==> src/rtl/fsg_pkg.sv <==
package fsg_pkg;

    localparam int CFG_W   = 2;
    localparam int INS_MAX = 16;
    localparam int INS_W   = $clog2(INS_MAX + 1);

    typedef enum logic [2:0] {
        EV_IDLE,
        EV_COUNT,
        EV_ACCEPT,
        EV_REALIGN,
        EV_INSERT,
        EV_COMMIT,
        EV_FREE_ACCEPT,
        EV_FREE_INSERT
    } fsg_ev_e;

    function automatic int max4(input int a, input int b, input int c, input int d);
        int m;
        m = a;
        if (b > m) m = b;
        if (c > m) m = c;
        if (d > m) m = d;
        return m;
    endfunction

    function automatic int pick4(input int i, input int a, input int b, input int c, input int d);
        case (i)
            0:       return a;
            1:       return b;
            2:       return c;
            default: return d;
        endcase
    endfunction

endpackage

==> src/rtl/fsg_window.sv <==
module fsg_window
    import fsg_pkg::*;
#(
    parameter int FRAME_LEN = 588,
    parameter int HW0       = 3,
    parameter int HW1       = 7,
    parameter int HW2       = 13,
    parameter int HW3       = 26,
    parameter int CNT_W     = 10
) (
    input  logic [CFG_W-1:0] win_sel,
    input  logic [CNT_W-1:0] cur,
    output logic             in_win,
    output logic             at_exp,
    output logic             past_exp,
    output logic             at_close
);
    localparam logic [CNT_W-1:0] LEN_C = CNT_W'(FRAME_LEN);
    localparam int               N_SEL = 1 << CFG_W;

    logic [CNT_W-1:0] hw_tab [N_SEL];
    logic [CNT_W-1:0] half_w;
    logic [CNT_W-1:0] lo_edge;
    logic [CNT_W-1:0] hi_edge;

    for (genvar g = 0; g < N_SEL; g++) begin : g_tab
        assign hw_tab[g] = CNT_W'(pick4(g, HW0, HW1, HW2, HW3));
    end

    always_comb begin
        half_w   = hw_tab[win_sel];
        lo_edge  = LEN_C - half_w;
        hi_edge  = LEN_C + half_w;
        in_win   = (cur >= lo_edge) && (cur <= hi_edge);
        at_exp   = (cur == LEN_C);
        past_exp = (cur >= LEN_C);
        at_close = (cur >= hi_edge);
    end

endmodule

==> src/rtl/fsg_limit.sv <==
module fsg_limit
    import fsg_pkg::*;
(
    input  logic [CFG_W-1:0] lim_coarse,
    input  logic [CFG_W-1:0] lim_fine,
    input  logic [INS_W-1:0] ins_cnt,
    output logic             reached
);
    logic [INS_W-1:0] limit;
    logic [INS_W-1:0] next_cnt;

    always_comb begin
        limit    = (INS_W'(lim_coarse) << 2) + INS_W'(lim_fine) + INS_W'(1);
        next_cnt = ins_cnt + INS_W'(1);
        reached  = (next_cnt >= limit);
    end

endmodule

==> src/rtl/fsg_classify.sv <==
module fsg_classify
    import fsg_pkg::*;
(
    input  logic    tick,
    input  logic    sync,
    input  logic    windowed,
    input  logic    pend,
    input  logic    in_win,
    input  logic    past_exp,
    input  logic    at_close,
    output fsg_ev_e ev
);
    always_comb begin
        if (!tick) begin
            ev = EV_IDLE;
        end else if (!windowed) begin
            if (sync)          ev = EV_FREE_ACCEPT;
            else if (past_exp) ev = EV_FREE_INSERT;
            else               ev = EV_COUNT;
        end else if (sync && in_win) begin
            ev = pend ? EV_REALIGN : EV_ACCEPT;
        end else if (pend && at_close) begin
            ev = EV_COMMIT;
        end else if (!pend && past_exp) begin
            ev = EV_INSERT;
        end else begin
            ev = EV_COUNT;
        end
    end

endmodule

==> src/rtl/frame_sync_guard.sv <==
module frame_sync_guard
    import fsg_pkg::*;
#(
    parameter int FRAME_LEN = 588,
    parameter int HW0       = 3,
    parameter int HW1       = 7,
    parameter int HW2       = 13,
    parameter int HW3       = 26
) (
    input  logic             clk,
    input  logic             rst_n,
    input  logic             bit_en,
    input  logic             sync_in,
    input  logic [CFG_W-1:0] win_sel,
    input  logic [CFG_W-1:0] lim_coarse,
    input  logic [CFG_W-1:0] lim_fine,
    output logic             frame_stb,
    output logic             locked_o,
    output logic             windowed_o
);
    localparam int               HW_MAX = max4(HW0, HW1, HW2, HW3);
    localparam int               CNT_W  = $clog2(FRAME_LEN + HW_MAX + 2);
    localparam logic [CNT_W-1:0] LEN_C  = CNT_W'(FRAME_LEN);

    typedef struct packed {
        logic [CNT_W-1:0] pos;
        logic [INS_W-1:0] ins;
        logic             pend;
        logic             stb;
        logic             locked;
        logic             windowed;
    } fsg_state_t;

    fsg_state_t s_q;
    fsg_state_t s_d;

    logic [CNT_W-1:0] cur_d;
    logic             in_win;
    logic             at_exp;
    logic             past_exp;
    logic             at_close;
    logic             lim_hit;
    fsg_ev_e          ev;

    assign cur_d = s_q.pos + CNT_W'(1);

    fsg_window #(
        .FRAME_LEN (FRAME_LEN),
        .HW0       (HW0),
        .HW1       (HW1),
        .HW2       (HW2),
        .HW3       (HW3),
        .CNT_W     (CNT_W)
    ) u_window (
        .win_sel  (win_sel),
        .cur      (cur_d),
        .in_win   (in_win),
        .at_exp   (at_exp),
        .past_exp (past_exp),
        .at_close (at_close)
    );

    fsg_limit u_limit (
        .lim_coarse (lim_coarse),
        .lim_fine   (lim_fine),
        .ins_cnt    (s_q.ins),
        .reached    (lim_hit)
    );

    fsg_classify u_classify (
        .tick     (bit_en),
        .sync     (sync_in),
        .windowed (s_q.windowed),
        .pend     (s_q.pend),
        .in_win   (in_win),
        .past_exp (past_exp),
        .at_close (at_close),
        .ev       (ev)
    );

    always_comb begin
        s_d     = s_q;
        s_d.stb = 1'b0;
        case (ev)
            EV_COUNT: begin
                s_d.pos = cur_d;
            end
            EV_ACCEPT, EV_FREE_ACCEPT: begin
                s_d.pos      = '0;
                s_d.stb      = 1'b1;
                s_d.locked   = at_exp;
                s_d.windowed = 1'b1;
                s_d.ins      = '0;
                s_d.pend     = 1'b0;
            end
            EV_REALIGN: begin
                s_d.pos  = '0;
                s_d.pend = 1'b0;
                s_d.ins  = '0;
            end
            EV_INSERT: begin
                s_d.pos    = cur_d;
                s_d.stb    = 1'b1;
                s_d.locked = 1'b0;
                s_d.pend   = 1'b1;
            end
            EV_COMMIT: begin
                s_d.pos  = cur_d - LEN_C;
                s_d.pend = 1'b0;
                if (lim_hit) begin
                    s_d.windowed = 1'b0;
                    s_d.ins      = '0;
                end else begin
                    s_d.ins = s_q.ins + INS_W'(1);
                end
            end
            EV_FREE_INSERT: begin
                s_d.pos    = '0;
                s_d.stb    = 1'b1;
                s_d.locked = 1'b0;
            end
            default: begin
            end
        endcase
    end

    always_ff @(posedge clk or negedge rst_n) begin
        if (!rst_n) begin
            s_q <= '0;
        end else begin
            s_q <= s_d;
        end
    end

    assign frame_stb  = s_q.stb;
    assign locked_o   = s_q.locked;
    assign windowed_o = s_q.windowed;

endmodule

==> config.mk <==
export PLATFORM = sky130hd
export DESIGN_NAME = frame_sync_guard
export DESIGN_NICKNAME = d
export VERILOG_FILES = /design/src/rtl/fsg_pkg.sv /design/src/rtl/fsg_window.sv /design/src/rtl/fsg_limit.sv /design/src/rtl/fsg_classify.sv /design/src/rtl/frame_sync_guard.sv
export SDC_FILE = /design/constraint.sdc
export NUM_CORES = 1
export LEC_CHECK = 0
export ABC_AREA = 0
export BUFFER_PORTS_ARGS = -buffer_cell sky130_fd_sc_hd__buf_2
export CAP_MARGIN = 10
export CORE_ASPECT_RATIO = 0.6
export CORE_MARGIN = 8
export CORE_UTILIZATION = 45
export CTS_BUF_LIST = sky130_fd_sc_hd__clkbuf_2 sky130_fd_sc_hd__clkbuf_4 sky130_fd_sc_hd__clkbuf_8
export CTS_CLUSTER_SIZE = 28
export DETAILED_ROUTE_END_ITERATION = 6
export GPL_TIMING_DRIVEN = 1
export PLACE_DENSITY = 0.7
export SLEW_MARGIN = 20
export SYNTH_ARGS = -nofsm -noshare
export SYNTH_HDL_FRONTEND = slang
export SYNTH_SLANG_ARGS = --single-unit
==> constraint.sdc <==
create_clock -name clk -period 4.6 [get_ports clk]
set_input_delay 0 -clock clk [delete_from_list [all_inputs] [get_ports clk]]
set_output_delay 0 -clock clk [all_outputs]
set_load 0.03 [all_outputs]
==> Yosys cells after proc, flatten, opt, wreduce, memory -nomap -nowiden <==
Index checks and enable logic that the tools add are counted.
{ "word_totals": {"regBits": 19, "latch_bits": 0, "ram_bits": 0, "mem_bits_ro": 0, "input_bits": 10, "output_inout_bits": 3, "word_cells": 64, "mem_count": 0} }
{ "classes": {"addsub": 7, "multipliers": 0, "div": 0, "magnitude_cmp": 6, "eq_ne": 9, "n_shift": 0, "mux": 18, "n_bitwise": 1, "n_reduce_logical": 17} }
{ "ops": {"columns": ["cell", "n"], "rows": [
  ["$pmux 10 s3", 1],
  ["$mux 3", 7],
  ["$bmux 10 s2", 1],
  ["$ge 10x10->1", 2],
  ["$mux 10", 2],
  ["$eq 3x3->1 const B", 4],
  ["$add 10x1->10 const B", 1],
  ["$add 10x10->10 const A", 1],
  ["$add 5x1->5 const B", 2],
  ["$eq 10x10->1 const B", 1],
  ["$ge 10x10->1 const B", 1],
  ["$le 10x10->1", 1],
  ["$pmux 5 s2", 1],
  ["$sub 10x10->10 const A", 1],
  ["$sub 10x10->10 const B", 1],
  ["$reduce_bool 2->1", 4],
  ["$reduce_or 4->1", 2],
  ["$eq 3x2->1 const B", 2],
  ["$reduce_or 2->1", 3],
  ["$add 4x2->5", 1],
  ["$ge 5x5->1", 1],
  ["$mux 5", 1],
  ["$logic_and 1x1->1", 4],
  ["$pmux 1 s2", 2],
  ["other kinds (10)", 11]
]} }

==> Depth between registers and ports, before layout <==
Gate-level depths: netlist of run 1.
{ "depth": {"ltp_word": 15, "depth_mapped": 16, "ltp_nobuf": 14} }

==> Hierarchy <==
Synthesis of run 1 repeated with hierarchy kept, for this count alone.
{ "hier_totals": {"hier_cells": 284, "area_unflattened_um2": 2229.6} }
{ "modules_own_cells": {"columns": ["mod", "n_inst", "cells_each", "area_per_inst_um2", "seq_area_each_um2"], "rows": [
  ["frame_sync_guard", 1, 193, 1549.0, 475.5],
  ["fsg_window", 1, 54, 411.6, 0.0],
  ["fsg_limit", 1, 24, 192.7, 0.0],
  ["fsg_classify", 1, 13, 76.3, 0.0]
]} }

==> Least setup slack after synthesis of run 1 <==
Ideal clock, no wire load.
{ "synth_path": {"kind": "flip-flop to flip-flop", "from": "register s_q[9] (netlist bit)", "to": "register s_q[16] (netlist bit)", "setup_ns": 0.126, "arrival_ns": 3.111, "required_ns": 4.474, "slack_ns": 1.363, "path_stages_with_launch": 16, "n_path_buf": 2, "synth_period_minus_slack_ns": 3.237, "path_cell_list": "dfrtp_1 > ha_1 > buf_6 > and4_1 > buf_6 > nand2_2 > xnor2_4 > ha_1 > nand2_1 > a2111oi_2 > o31ai_2 > o22ai_2 > a211oi_4 > and3_1 > or2_0 > a311o_1"} }
{ "synth_via": {"elab_chain_cells": 11, "word_cells_on_any_way": 28, "classes_between": "add/sub: 2; order compare: 4; eq/ne: 7; mux: 8; reduce/logical: 7"} }
{ "synth_lines": {"columns": ["element", "line", "source"], "rows": [
  ["start: declaration", "frame_sync_guard.sv:34", "fsg_state_t s_q;"],
  ["start signal: assignment", "frame_sync_guard.sv:129", "s_q <= '0;"],
  ["start signal: assignment", "frame_sync_guard.sv:131", "s_q <= s_d;"],
  ["$add 10x1->10 (*)", "frame_sync_guard.sv:45", "assign cur_d = s_q.pos + CNT_W'(1);"],
  ["$ge 10x10->1", "fsg_window.sv:36", "past_exp = (cur >= LEN_C);"],
  ["$logic_and 1x1->1", "fsg_classify.sv:24", "end else if (!pend && past_exp) begin"],
  ["$mux 3", "fsg_classify.sv:24", null],
  ["$mux 3", "fsg_classify.sv:22", "end else if (pend && at_close) begin"],
  ["$mux 3", "fsg_classify.sv:20", "end else if (sync && in_win) begin"],
  ["$mux 3", "fsg_classify.sv:16", "end else if (!windowed) begin"],
  ["$mux 3", "fsg_classify.sv:14", "if (!tick) begin"],
  ["$eq 3x3->1, or another cell as far along", "frame_sync_guard.sv:84", "case (ev)"],
  ["$reduce_or 4->1 (no line) / $reduce_or 2->1 (equally long branches)", null, null],
  ["$pmux 10 s3 / $reduce_bool 3->1 (equally long branches)", null, null]
]} }
Every way passes the cells marked *; elsewhere a longest branch is shown, timed or not.
A chain may end at the register's enable or synchronous reset.

==> Worst setup path after layout of run 1 <==
{ "layout_path": {"from": "register s_q[11] (netlist bit)", "to": "register s_q[16] (netlist bit)"} }
Same word-level chain as after synthesis.

==> results.cfg, run 1 <==
[sta]
finalSetupViolations = 0
fmax_ghz = 0.256
finalMaxSlewViolations = 0
fin_crit_sh_pct = 85.1
finalSetupTns_ps = 0
max_slew_margin_pct = 52.9
worst_pin_slew_ps = 699
min_period_ps = 3910
rsz0062_at_grt = no
finalHoldViolations = 0
clock_skew_ps = 10.5

[synth]
netlist_area_sq_um = 2190
synthTopCellsByArea = dfrtp_1, ha_1, xnor2_1
yosysWarningCount = 0
synth-edff-count = 0
synth_largest_area_cell = dfrtp_1
yosysMostFrequentCell = ha_1
ys_ff_latch = 19
syn-num-nets = 284
synth_ff_type = dfrtp_1
ys_async_sr_fraction_pct = 100
synthCells = 249
synth_top_area_share_pct = 21.7
synth.avg_cell_area_sq_um = 8.80
ys_seq_area_share_pct = 21.7
synthTopCellsByCount = ha_1, dfrtp_1, inv_1, nand3_1, a21oi_1
yosysUniqueCellTypes = 61

[detailed_routing]
via_count = 1888
drtIter0Drc = 146
routedWlPerCell_microns = 16.7
drc_errors = 0
vias_per_cell = 5.97
wirelength_microns = 5290
drtPass1Iterations = 4
ant_nets = 0

[setup_path]
worstPathArrival_ps = 4060
cp.required_ps = 4750
path_max_fanout = 11
worst_setup_path_end_kind = register
crit_type = register to register
start_kind = register

[clock_tree]
cts_buffer_depth = 2
clock_latency_ps = 260
cts_resized = 0
cts_max_level = 1
clkTransAtPathRegs_ps = 80
cts_inserted_buffers = 3
cts_tree = yes
cts.sinks = 19
post_cts_buffers = 0
cts_root_buffer = clkbuf_8
holdBufCountCts = 1

[pwr]
power_mw = 1.16
leakage_nw = 0.977
power.density_nw_per_um2 = 509
max-vdd-ir-drop_mv = 0.336

[placed_design]
dp_hpwl_microns = 4160
portBuffers = 12
gp_congestion = 0.963

[layout]
multiInputGateArea_sq_um = 1540
antenna_cells = 0
layout-drive-gt1-share_pct = 15.0
fillers = 441
syn_to_final_growth_pct = 4.28
num-nets-final = 289
regArea_sq_um = 475

[floorplanning]
fp-row-count = 19
dieWidth_microns = 106
start_util_pct = 47.3
io_pins = 13
core_area_sq_um = 4640
dieArea_sq_um = 7430
die_h_microns = 70.1

[min_path]
hold_class = input port to register

[global_route]
track_usage_pct = 14.4
grt_pass1_wl_microns = 8890
grt_overflow_total = 0
grt_max_degree = 20
grt_pass1_vias = 1742
antenna_found_initial = 0

[flow_run]
cap_viol_max_count = 0

[outcome]
status = complete, no violations
-- critical path, cell delays in order, from the launching register on --
cell	delay (ps)
dfrtp_1	530
and4_1	450
a21oi_1	120
nand2b_1	220
ha_1	340
nor2b_1	150
o21ai_0	210
a21oi_1	80
o31ai_2	330
o22ai_2	190
a211oi_4	500
a21oi_2	100
or2_0	220
a311o_1	340
-- where the power goes --
part           switching [mW]  total, mW  internal [mW]
registers               0.108      0.332          0.223
logic                   0.421      0.717          0.295
clock network          0.0545      0.115         0.0602
-- sequential cells by signal, indices dropped and copies added (netlist names) --
signal,flops
windowed_o,1
s_q,16
locked_o,1
frame_stb,1
-- stage by stage --
step                std cells  setup slack, ps  instance area [sq um]  hold slack [ps]  utilization, %
floorplan                 249             1360                   2190             -296               -
global placement          311              864                   2230            -38.9            48.1
detailed placement        311              782                   2230            -33.1            48.1
CTS                       316              783                   2290              128            49.3
global route              316              403                   2290              148            49.3
finish                    316              687                   2290              137            49.3
-- final timing paths --
check                      startpoint  endpoint  slack, ps  cells past startpoint
hold / removal                 bit_en   s_q[10]        140                      3
max in group asynchronous       rst_n    s_q[4]       4090                      2
setup reg to reg              s_q[11]   s_q[16]        690                     13
hold reg to reg                s_q[8]    s_q[8]        530                      2
min in group asynchronous       rst_n   s_q[16]        210                      2
setup / recovery              s_q[11]   s_q[16]        690                     13
-- cell usage in the layout, fill, tap and decap left out, types with 2 or more instances in the layout --
master     netlist  layout
o31ai_2          2       2
o21ai_0          7       7
and2b_1          2       2
clkbuf_8         0       3
dfrtp_1         19      19
nand2_1         12      12
nor4_1           3       3
a41oi_1          2       2
o21ai_1         11      11
o2bb2ai_1        3       3
mux2i_1          3       3
a211o_1          4       4
a31oi_1          4       4
a2111oi_0        2       2
buf_2            2      12
a21o_1           6       6
a211oi_1         2       2
and4_1           3       3
nor2_1           9       9
nand3_1         14      14
a2111oi_2        2       2
a21oi_1         13      13
o21a_1           2       2
and3_1           6       6
ha_1            25      25
xor2_1           4       4
xnor2_2          2       2
xnor2_1         10      10
inv_1           17      17
nand4_1          6       6
nand2b_1         9       9
nor2b_1          4       4
-- area by class of cell --
| class | count | area share [%] |
|---|---|---|
| sequential | 19 | 20.8 |
| multi-input combinational | 198 | 67.4 |
| inverter | 18 | 2.96 |
| clock inverter | 1 | 0.219 |
| tap | 63 | 3.45 |
| clock buffer | 3 | 1.81 |
| timing repair buffer | 14 | 3.39 |
-- cell families (layout without fill, tap and decap cells) --
logic type	Yosys count	in the layout	synth area share (%)
AND/OR/NAND/NOR	81	81	21.1
XOR/XNOR	17	17	8.33
multiplexers	4	4	1.88
buffers and inverters	32	36	8.05
flip-flops	19	19	21.7
AO/OA/AOI/OAI	71	71	24.7
adder cells (fa/ha/maj)	25	25	14.3
-- routing by layer --
layer | part of all wire (%) | global-route usage, % | vias up | wire [microns]
met5 | 0 | 0 | - | 0
met4 | 0.15 | 0.465 | 0 | 8
met1 | 54 | 22.7 | 887 | 2860
met2 | 36 | 17.9 | 72 | 1900
met3 | 10 | 5.86 | 2 | 527
li1 | - | - | 927 | -
No activity file was read; power rests on OpenSTA's default activity.
==> inputs of run 2 (changes only) <==
- SYNTH_HIERARCHICAL: not set -> 1
==> results.cfg, run 2 <==
[pwr]
max-vdd-ir-drop_mv = 0.305
power.density_nw_per_um2 = 522
power_mw = 1.26
leakage_nw = 1.02

[floorplanning]
io_pins = 13
core_area_sq_um = 4660
fp-row-count = 19
die_h_microns = 70.5
dieArea_sq_um = 7540
start_util_pct = 47.9
dieWidth_microns = 107

[synth]
synth_ff_type = dfrtp_1
synthTopCellsByCount = nor2_1, ha_1, a21oi_1, nand3_1, dfrtp_1
syn-num-nets = 318
netlist_area_sq_um = 2230
synth.avg_cell_area_sq_um = 7.85
ys_async_sr_fraction_pct = 100
ys_ff_latch = 19
yosysUniqueCellTypes = 64
synth_largest_area_cell = dfrtp_1
ys_seq_area_share_pct = 21.3
synth_top_area_share_pct = 21.3
yosysWarningCount = 6
synthCells = 284
synthTopCellsByArea = dfrtp_1, ha_1, xnor2_1
yosysMostFrequentCell = nor2_1
synth-edff-count = 0

[flow_run]
cap_viol_max_count = 0

[placed_design]
place_inst = 352
dp_hpwl_microns = 4350
pre_cts_ws_ps = 439
placed_area_sq_um = 2360
portBuffers = 12
gp_congestion = 0.964

[clock_tree]
cts_resized = 0
post_cts_buffers = 0
cts_buffer_depth = 2
clkTransAtPathRegs_ps = 80
cts_inserted_buffers = 3
cts_tree = yes
clock_latency_ps = 260
cts.sinks = 19
cts_root_buffer = clkbuf_8
cts_max_level = 1
holdBufCountCts = 1

[setup_path]
path_max_fanout = 13
cp.required_ps = 4750
crit_type = register to register
start_kind = register
worstPathArrival_ps = 4360
worst_setup_path_end_kind = register

[sta]
finalHoldViolations = 0
finalSetupTns_ps = 0
min_period_ps = 4210
fmax_ghz = 0.237
rsz0062_at_grt = no
finalWorstSetupSlack_ps = 386
max_slew_margin_pct = 52.3
finalSetupViolations = 0
clock_skew_ps = 7.43
whs_ps = 207
fin_crit_sh_pct = 91.6
finalMaxSlewViolations = 0
worst_pin_slew_ps = 697

[detailed_routing]
routedWlPerCell_microns = 15.6
via_count = 2088
wirelength_microns = 5580
drtIter0Drc = 175
vias_per_cell = 5.85
drc_errors = 0
drtPass1Iterations = 4
ant_nets = 0

[global_route]
grt_overflow_total = 0
grt_pass1_vias = 1914
grt_pass1_wl_microns = 9500
track_usage_pct = 15.1
antenna_found_initial = 0
grt_max_degree = 30

[layout]
num-nets-final = 329
fillers = 457
final_cell_area_sq_um = 2410
post-route-util_pct = 51.8
antenna_cells = 0
largest_reg_flops = 16
regMostFlops = s_q
syn_to_final_growth_pct = 8.19
layout-drive-gt1-share_pct = 11.2
regArea_sq_um = 475
multiInputGateArea_sq_um = 1630
layout_commonest_cell = nor2_1
instances_no_fill = 357
final_cell_mix = nor2_1, ha_1, a21oi_1

[outcome]
status = complete, no violations

[min_path]
hold_class = input port to asynchronous set/reset pin
-- run 2: kinds of logic (layout without fill, tap and decap cells) --
kind of cell | after synthesis | in the layout | synth area share, %
AOI/OAI and AO/OA | 81 | 81 | 24.0
xor gates and xnor gates | 21 | 21 | 8.25
adders and majority gates | 26 | 26 | 14.4
buffers and inverters | 30 | 40 | 5.78
DFF | 19 | 19 | 21.3
muxes | 4 | 4 | 1.91
and+or+nand+nor | 103 | 103 | 24.4
-- run 2: layout make-up --
class                      instances  area share (%)
clock inverter                     1           0.207
multi-input combinational        235            67.5
clock buffer                       3            1.71
sequential                        19            19.7
tap                               63            3.27
inverter                          16            2.49
timing repair buffer              20            5.08
-- run 2: worst paths after layout --
path,slack [ps],cells after the start,from,endpoint
setup reg to reg,390,15,s_q[11],s_q[18]
min in group clk,380,5,sync_in,s_q[10]
hold / removal,210,2,rst_n,s_q[6]
setup / recovery,390,15,s_q[11],s_q[18]
hold reg to reg,530,2,locked_o,locked_o
max in group asynchronous,4090,2,rst_n,s_q[15]
-- run 2: power breakdown --
group / leakage (nW) / total, mW / internal [mW] / switching, mW
clock network: 0.0255 / 0.119 / 0.0604 / 0.0591
logic: 0.740 / 0.817 / 0.328 / 0.490
registers: 0.251 / 0.323 / 0.223 / 0.0997
-- run 2: routing by layer --
layer | global-route usage, % | vias up | part of all wire (%)
met2 | 20.3 | 61 | 39
li1 | - | 1068 | -
met1 | 23.7 | 954 | 53
met4 | 1.40 | 0 | 0.34
met5 | 0 | - | 0
met3 | 3.66 | 5 | 7.8
-- run 2: critical path, cell delays in order (launching register included) --
cell and delay (ps):
dfrtp_1 570, nand3_2 320, or3_1 500, xnor2_1 180, or2_4 290, a221oi_2 210, o211ai_1 160, a32oi_1 310
inv_1 70, o21ai_0 140, a21oi_1 80, buf_4 190, inv_2 170, nor2_1 180, a311o_1 350, a2111oi_1 360
==> inputs of run 3 (changes only) <==
- MAX_ROUTING_LAYER: not set -> met4
==> results.cfg, run 3 (synthesis results as in run 2) <==
[sta]
worst_pin_slew_ps = 751
finalHoldViolations = 0
max_slew_margin_pct = 48.6
fmax_ghz = 0.236
fin_crit_sh_pct = 91.9
finalSetupTns_ps = 0
rsz0062_at_grt = no
whs_ps = 229
finalMaxSlewViolations = 0
clock_skew_ps = 3.51
min_period_ps = 4230
finalSetupViolations = 0

[detailed_routing]
via_count = 2133
drtPass1Iterations = 4
drtIter0Drc = 161
routedWlPerCell_microns = 15.7
vias_per_cell = 5.97
drc_errors = 0
ant_nets = 0
wirelength_microns = 5610

[global_route]
grt_pass1_vias = 1943
grt_pass1_wl_microns = 9460
track_usage_pct = 15.4
grt_max_degree = 30
grt_overflow_total = 0
antenna_found_initial = 0

[clock_tree]
cts_buffer_depth = 2
clock_latency_ps = 260
post_cts_buffers = 0
cts_max_level = 1
clkTransAtPathRegs_ps = 80
cts_root_buffer = clkbuf_8
cts_inserted_buffers = 3
cts.sinks = 19
cts_tree = yes

[floorplanning]
dieWidth_microns = 107
die_h_microns = 70.5
fp-row-count = 19
dieArea_sq_um = 7540
core_area_sq_um = 4660
io_pins = 13
start_util_pct = 47.9

[pwr]
p_sw_mw = 0.648
pwr-share-clk_pct = 9.5
combPwrFrac_pct = 64.5
power.internal_mw = 0.612
power.density_nw_per_um2 = 522
max-vdd-ir-drop_mv = 0.264
swShare_pct = 51.4
p_seq_share_pct = 26.0
leakage_nw = 1.01

[setup_path]
path_max_fanout = 13
crit_type = register to register
cp.required_ps = 4750
start_kind = register
worst_setup_path_end_kind = register
worstPathArrival_ps = 4380

[layout]
regMostFlops = s_q
antenna_cells = 0
layout_commonest_cell = nor2_1
final_cell_mix = nor2_1, ha_1, a21oi_1
largest_reg_flops = 16
syn_to_final_growth_pct = 8.25
num-nets-final = 329
layout-drive-gt1-share_pct = 11.6

[min_path]
hold_class = input port to asynchronous set/reset pin

[outcome]
status = complete, no violations

[flow_run]
cap_viol_max_count = 0

[placed_design]
dp_hpwl_microns = 4340
portBuffers = 12
gp_congestion = 0.953
## run 3: cell count changes in the layout (fill, tap and decap cells not counted)
cell and delta:
dfrtp_2 +1, dfrtp_1 -1
## run 3: worst paths after layout
check / from / endpoint / slack, ps / cells after the start
setup / recovery: s_q[9] / s_q[18] / 370 / 16
hold / removal: rst_n / s_q[11] / 230 / 2
max in group asynchronous: rst_n / s_q[12] / 4020 / 2
setup reg to reg: s_q[9] / s_q[18] / 370 / 16
hold reg to reg: locked_o / locked_o / 530 / 2
min in group clk: bit_en / s_q[3] / 260 / 4
## run 3: layout make-up
cell class                 count  area, sq um
multi-input combinational    235         1630
clock inverter                 1         5.00
fill                         476         2250
timing repair buffer          20          123
tap                           63         78.8
inverter                      16         60.1
clock buffer                   3         41.3
sequential                    19          477
## run 3: power groups by stage
stage / Combinational, mW / Clock [mW] / Sequential (mW)
after floorplan: 0.623 / 0 / 0.299
after detailed placement: 0.797 / 0 / 0.326
final: 0.813 / 0.120 / 0.327
after global routing: 0.908 / 0.129 / 0.338
after global placement: 0.802 / 0 / 0.326
after CTS: 0.805 / 0.123 / 0.323
## run 3: worst max-delay path, cell delays in order (launching register included)
cell	delay, ps
dfrtp_1	460
ha_1	320
nand2_1	220
nor2_1	100
xnor2_1	470
ha_1	210
nand3_1	90
o41a_1	460
a32oi_1	260
inv_1	60
o21ai_0	150
a21oi_1	90
buf_4	190
inv_2	160
nor2_1	180
a311o_1	350
a2111oi_1	340
## run 3: metrics by stage
step	total power, mW	cells	setup WS, ps	area (sq um)	util, %
final	1.26	357	370	2410	51.8
after global routing	1.38	357	8.39	2410	51.8
after CTS	1.25	357	376	2410	51.8
after detailed placement	1.12	352	399	2360	50.6
after global placement	1.13	352	394	2360	50.6
after floorplan	0.922	284	849	2230	-
## run 3: timing repair
action / in CTS / in global routing
hold buffers: 1 / 0
endpoints found under the hold margin: 19 / 0
setup endpoints to repair: 0 / 1
gates resized for setup: 0 / 1
## run 3: layer usage
metal  wire length, microns  track usage, %
met1                   2960            23.4
met2                   2190            20.5
met3                    453            3.57
met4                     10           0.930
met5                      0               -
